<file path="config.mk">
export PLATFORM = sky130hd
export DESIGN_NAME = sd_adc_ctrl
export DESIGN_NICKNAME = d
export VERILOG_FILES = /design/src/rtl/sd_adc_pkg.sv /design/src/rtl/sd_sync.sv /design/src/rtl/sd_window_seq.sv /design/src/rtl/sd_tally.sv /design/src/rtl/sd_adc_ctrl.sv
export SDC_FILE = /design/constraint.sdc
export NUM_CORES = 1
export LEC_CHECK = 0
export BUFFER_PORTS_ARGS = -buffer_cell sky130_fd_sc_hd__buf_2
export CAP_MARGIN = 10
export CORE_MARGIN = 1.5
export CORE_UTILIZATION = 50
export DETAILED_ROUTE_END_ITERATION = 8
export PLACE_DENSITY = 0.68
export SLEW_MARGIN = 20
export SYNTH_ARGS = -nofsm -noshare
export SYNTH_HDL_FRONTEND = slang
export SYNTH_SLANG_ARGS = --single-unit
</file>
<file path="constraint.sdc">
create_clock -name clk -period 2.2 [get_ports clk]
set_input_delay 0.33 -clock clk [delete_from_list [all_inputs] [get_ports clk]]
set_output_delay 0.33 -clock clk [all_outputs]
set_load 0.01 [all_outputs]
</file>
<file path="src/rtl/sd_adc_pkg.sv">
package sd_adc_pkg;

    localparam int unsigned DEF_SEQ_W  = 8;
    localparam int unsigned DEF_RES_W  = 8;
    localparam int unsigned DEF_SYNC_N = 2;

    // Position of a tick inside the conversion window
    typedef enum logic {
        PH_SAMPLE = 1'b0,
        PH_CLOSE  = 1'b1
    } win_phase_e;

    // Everything the tally needs to know about one clock
    typedef struct packed {
        logic       strobe;
        logic       fb;
        win_phase_e phase;
    } tick_evt_t;

    function automatic win_phase_e phase_of(input logic top_bit);
        return top_bit ? PH_CLOSE : PH_SAMPLE;
    endfunction

endpackage

</file>
<file path="src/rtl/sd_sync.sv">
module sd_sync #(
    parameter int unsigned STAGES = 2
) (
    input  logic clk,
    input  logic rst,
    input  logic d_in,
    output logic d_out
);
    logic [STAGES-1:0] chain;

    always_ff @(posedge clk) begin
        if (rst) chain <= '0;
        else     chain <= {chain[STAGES-2:0], d_in};
    end

    assign d_out = chain[STAGES-1];
endmodule

</file>
<file path="src/rtl/sd_window_seq.sv">
module sd_window_seq
    import sd_adc_pkg::*;
#(
    parameter int unsigned SEQ_W = 8
) (
    input  logic       clk,
    input  logic       rst,
    input  logic       tick,
    output win_phase_e phase
);
    logic [SEQ_W-1:0] seq;
    logic [SEQ_W-1:0] seq_base;

    assign phase    = phase_of(seq[SEQ_W-1]);
    // A close loads all-ones; the common increment then wraps it to zero
    assign seq_base = (phase == PH_CLOSE) ? '1 : seq;

    always_ff @(posedge clk) begin
        if (rst)       seq <= '0;
        else if (tick) seq <= seq_base + SEQ_W'(1);
    end
endmodule

</file>
<file path="src/rtl/sd_tally.sv">
module sd_tally
    import sd_adc_pkg::*;
#(
    parameter int unsigned SEQ_W = 8,
    parameter int unsigned RES_W = 8
) (
    input  logic             clk,
    input  logic             rst,
    input  tick_evt_t        evt,
    output logic [RES_W-1:0] result,
    output logic             result_valid
);
    localparam int unsigned      ACC_TICKS = 2 ** (SEQ_W - 1);
    localparam logic [RES_W-1:0] CAP       = RES_W'(ACC_TICKS);

    logic [RES_W-1:0] acc;

    function automatic logic [RES_W-1:0] sat_inc(input logic [RES_W-1:0] v);
        return (v >= CAP) ? CAP : v + RES_W'(1);
    endfunction

    always_ff @(posedge clk) begin
        if (rst) begin
            acc          <= '0;
            result       <= '0;
            result_valid <= 1'b0;
        end else begin
            result_valid <= 1'b0;
            if (evt.strobe) begin
                if (evt.phase == PH_CLOSE) begin
                    result       <= acc;
                    acc          <= '0;
                    result_valid <= 1'b1;
                end else if (evt.fb) begin
                    acc <= sat_inc(acc);
                end
            end
        end
    end
endmodule

</file>
<file path="src/rtl/sd_adc_ctrl.sv">
module sd_adc_ctrl
    import sd_adc_pkg::*;
#(
    parameter int unsigned SEQ_W  = DEF_SEQ_W,
    parameter int unsigned RES_W  = DEF_RES_W,
    parameter int unsigned SYNC_N = DEF_SYNC_N
) (
    input  logic             clk,
    input  logic             rst,
    input  logic             tick,
    input  logic             cmp_in,
    output logic             fb_out,
    output logic [RES_W-1:0] result,
    output logic             result_valid,
    output logic             test_toggle,
    output logic             period_strobe
);
    logic       cmp_s;
    logic       fb_next;
    win_phase_e phase;
    tick_evt_t  evt;

    sd_sync #(.STAGES(SYNC_N)) u_sync (
        .clk   (clk),
        .rst   (rst),
        .d_in  (cmp_in),
        .d_out (cmp_s)
    );

    sd_window_seq #(.SEQ_W(SEQ_W)) u_seq (
        .clk   (clk),
        .rst   (rst),
        .tick  (tick),
        .phase (phase)
    );

    assign fb_next = ~cmp_s;
    assign evt     = '{strobe: tick, fb: fb_next, phase: phase};

    sd_tally #(.SEQ_W(SEQ_W), .RES_W(RES_W)) u_tally (
        .clk          (clk),
        .rst          (rst),
        .evt          (evt),
        .result       (result),
        .result_valid (result_valid)
    );

    always_ff @(posedge clk) begin
        if (rst) begin
            fb_out        <= 1'b0;
            test_toggle   <= 1'b0;
            period_strobe <= 1'b0;
        end else begin
            period_strobe <= 1'b0;
            if (tick) begin
                fb_out <= fb_next;
                if (phase == PH_CLOSE) begin
                    test_toggle   <= ~test_toggle;
                    period_strobe <= 1'b1;
                end
            end
        end
    end
endmodule

</file>
# Yosys cells after proc, flatten, opt, wreduce, memory -nomap -nowiden
# Index checks and enable logic that the tools add are counted.
word_totals:
  reg_bits: 29
  input_bits: 4
  output_inout_bits: 12
  wordCells: 23
classes:
  addsub: 2
  order_cmp: 1
  eq_ne: 1
  mux: 6
  bitwise_logic: 3
  n_reduce_logical: 3
op_table:
  columns: ["op", "count"]
  rows:
  - ["8-bit two-way mux", 4]
  - ["8-bit by 1-bit adder with 8-bit output (second input constant)", 2]
  - ["8-bit greater-or-equal comparator (second input constant)", 1]
  - ["2-bit AND reduction", 2]
  - ["1-bit NOT", 3]
  - ["1-bit two-way mux", 2]
  - ["2-bit != test (second input constant)", 1]
  - ["2-bit OR reduction", 1]

# Longest topological paths before layout
depth:
  depth_word: 4
  depth_mapped: 7
  ltp_nobuf: 6

# Cells and area by module
# From an unflattened synthesis, not the netlist that was laid out.
unflattened:
  cells_unflattened: 154
  area_unflattened_um2: 1335.0
by_module_without_submodules:
  columns: ["module", "n_inst", "cells_each", "area_per_inst_um2"]
  rows:
  - ["sd_tally", 1, 85, 703.2]
  - ["sd_window_seq", 1, 54, 467.9]
  - ["sd_adc_ctrl", 1, 11, 111.4]
  - ["sd_sync", 1, 4, 52.6]

# Worst setup path before layout
# OpenSTA, ideal clock, no wires.
synth_path:
  path_type: "register -> register"
  from: "register u_seq.seq[7]"
  to: "register u_seq.seq[2]"
  arrival_ns: 1.294
  required_time_ns: 2.072
  setup_slack_ns: 0.779
  path_stages_with_launch: 8
  path_buffers: 1
  cell_sequence: "dfxtp_1 -> buf_2 -> or2_2 -> ha_1 -> nand2b_1 -> o21ai_0 -> a22oi_1 -> nor2_1"
synth_via:
  elab_chain_cells: 3
synth_lines:
  columns: ["item", "line", "source"]
  rows:
  - ["from (decl)", "sd_window_seq.sv:11", "logic [SEQ_W-1:0] seq;"]
  - ["from (signal assigned)", "sd_window_seq.sv:20", "else if (tick) seq <= seq_base + SEQ_W'(1);"]
  - ["1-bit two-way mux", "sd_adc_pkg.sv:21", "return top_bit ? PH_CLOSE : PH_SAMPLE;"]
  - ["8-bit two-way mux", "sd_window_seq.sv:16", "assign seq_base = (phase == PH_CLOSE) ? '1 : seq;"]
  - ["8-bit by 1-bit adder with 8-bit output", "sd_window_seq.sv:20", null]
# Every way passes these cells.
# A chain may end at the register's enable or synchronous reset.

# Worst setup path in the final report
layout_path:
  from: "register u_seq.seq[7]"
  to: "register u_seq.seq[4]"
# Same word-level chain as after synthesis.

==> flow_summary.json <==
{
  "rsz0062_at_grt": "no",
  "syn_area_per_cell_um2": 8.37,
  "netlist.top_cell.by_area": "dfxtp_1",
  "netlist-cell-type-count": 39,
  "synth_area_leaders": "dfxtp_1 45%, a21oi_1 7.8%, nand2_1 7.6%, nor2_1 4.1%, ha_1 2.9%",
  "coreArea_um2": 2450,
  "fraction_of_synthesized_cell_area_taken_by_the_top_area_cell_type_pct": 45.0,
  "leakage_nw": 0.560,
  "post_cts_setup_buffer_count": 0,
  "placement.io_buffers": 15,
  "fin_worst_skew_ns": 0.00620,
  "cts_resized": 0,
  "final-setup-viol-count": 0,
  "max_freq_mhz": 651,
  "post-place-ws_ns": 0.695,
  "cts_clock_pin_slew_for_the_worst_setup_and_hold_paths_ns": 0.09,
  "worst_slack_ns": 0.664,
  "proportion_of_layout_cells_with_a_drive_suffix_above_1_pct": 17.2,
  "detail_route.first_pass.iterations": 4,
  "most_used_flip_flop_cell_after_synthesis": "dfxtp_1",
  "worst_skew_pair.late_latency_ns": 0.32,
  "global_route.usage.total_pct": 19.5,
  "cts_hold_buf": 0,
  "first_pass_grt_wire_length_um": 4010,
  "numCtsBuffers": 5,
  "async_reset_ff_share_pct": 0,
  "antenna_found_initial": 0,
  "instances_no_fill": 199,
  "worst_path_required_ns": 2.45,
  "slew_violations": 0,
  "drtIter0Drc": 28,
  "max-slew-margin-rel_pct": 68.6,
  "clock_tree.htree_level_count": 2,
  "yosys_warnings": 0,
  "avgViaCountPerCell": 5.59,
  "synth_top_cells_by_count": "29 x dfxtp_1, 26 x nand2_1, 20 x a21oi_1",
  "dp_hpwl_um": 1750,
  "grt_overflow_total": 0,
  "final_period_minus_worst_setup_slack_ns": 1.54,
  "routed_antenna_nets": 0,
  "worst-path-max-fanout": 15,
  "yosysMostFrequentCell": "dfxtp_1",
  "post_synth_inst_count": 154,
  "place.gp.congestion": 0.810,
  "finalHoldViolations": 0,
  "dieArea_um2": 2890,
  "area_delta_synth_final_pct": 10.8,
  "worst_hold_path_type": "primary input to register",
  "largest_net_degree_at_the_start_of_global_routing": 27,
  "powerDensity_nw_per_um2": 686,
  "via_count_of_the_routed_design": 1113,
  "run_status": "complete, no violations",
  "num-nets-final": 175,
  "cts.sink_count": 29,
  "synth-seq-cells": 29,
  "number_of_enable_type_register_cells_in_the_synthesized_netlist": 0,
  "worst_ep_arrival_time_ns": 1.79,
  "die_y_um": 53.8,
  "synth_area_um2": 1290,
  "routed_wirelength_um": 2530,
  "syn_nets": 161,
  "timing.final.crit_share_pct": 69.8,
  "deepest_clock_path_buffer_count": 2,
  "std_cell_rows": 18,
  "final.hold.worst_slack_ns": 0.220,
  "crit_type": "register to register",
  "start_kind": "register",
  "worst-slew-pin-transition_ns": 0.472,
  "initial_core_util_pct": 52.5,
  "count_of_cells_along_the_worst_register_to_register_path": 6,
  "root_buffer": "clkbuf_4",
  "cap_violations": 0,
  "via_count_of_the_first_global_routing_pass": 977,
  "synth_sequential_area_ratio_pct": 45.0,
  "totalNegativeSetupSlack_ns": 0,
  "cts_tree": "yes",
  "diodes": 0,
  "floorplan.die.width_um": 53.8,
  "pin_count": 16,
  "numPlacedInstances": 191,
  "wl_per_cell_um": 12.7,
  "timing.hold.worst_path_depth": 2,
  "timing.critical_path.to_type": "register",
  "irDropWorstVdd_uv": 458,
  "drt_drc_violations_left": 0
}
[worst max-delay path, cell delays in order, from the launching register on]
cell and delay [ns]:
dfxtp_1 0.45, or2_2 0.33, ha_1 0.23, nand2b_1 0.16, o31ai_1 0.08, nand2_1 0.08
a21oi_1 0.13
[cell usage in the layout (no fill, tap or decap), types with 2 or more instances in the layout]
master    instances
clkbuf_4          5
nand2b_1          2
inv_1             4
ha_1              3
nand4_1           3
nor2_1           14
nand2_1          26
dfxtp_1          29
nand3_1           3
o21ai_0           3
buf_2            15
nor2b_1           3
a21oi_1          20
or2_2             2
and2_1            3
a21o_1            2
clkbuf_8          2
xor2_1            3
a31oi_1           5
nor3_1            2
[area by class of cell]
class	instances	area [um^2]
flip-flops and latches	29	581
inverters	4	15.0
multi-input cells	113	649
clock buffers	7	65.1
clock inverters	1	5.00
well taps	30	37.5
fillers	238	1030
repair buffers	15	75.1
[where the power goes]
part | internal [W] | switching [W] | total, W
clock network | 0.000185 | 0.000187 | 0.000372
registers | 0.000535 | 0.0000123 | 0.000548
logic | 0.0000248 | 0.0000355 | 0.0000604
[kinds of logic (layout without fill, tap and decap cells)]
group / after synthesis / after routing / synth area share (%)
adders and majority gates: 3 / 3 / 2.91
and+or+nand+nor: 67 / 67 / 26.5
muxes: 1 / 1 / 0.777
buffers and inverters: 12 / 27 / 4.56
DFF: 29 / 29 / 45.0
xor gates and xnor gates: 4 / 4 / 2.72
AOI/OAI and AO/OA: 38 / 38 / 17.5
[metrics by stage]
step	total power, W	utilization, %	instance area (um^2)
after floorplan	0.000605	-	1290
after global placement	0.000617	55.3	1360
after detailed placement	0.000619	55.3	1360
after CTS	0.000987	58.2	1430
after global routing	0.00102	58.2	1430
final	0.000980	58.2	1430
[final timing paths]
kind / startpoint / end / slack [ns]
worst max-delay path: u_seq.seq[7]$_SDFFE_PP0P_ / u_seq.seq[4]$_SDFFE_PP0P_ / 0.66
worst min-delay path: cmp_in / u_sync.chain[0]$_SDFF_PP0_ / 0.22
worst max register to register: u_seq.seq[7]$_SDFFE_PP0P_ / u_seq.seq[4]$_SDFFE_PP0P_ / 0.66
worst min register to register: u_sync.chain[0]$_SDFF_PP0_ / u_sync.chain[1]$_SDFF_PP0_ / 0.44
[routing by layer]
| metal | track usage [%] | wire, um | share of wire [%] |
|---|---|---|---|
| met5 | 0 | 0 | 0 |
| met4 | 13.7 | 50 | 2.0 |
| met1 | 22.0 | 1150 | 45 |
| met3 | 5.83 | 109 | 4.3 |
| met2 | 31.1 | 1220 | 48 |
[registers in the layout, summed over array words and instances, names as in the netlist]
signal                count
u_sync.chain              2
test_toggle               1
u_tally.acc               8
fb_out                    1
u_tally.result_valid      1
u_tally.result            8
u_seq.seq                 8
Note: power is estimated with default switching activity, not from simulation.
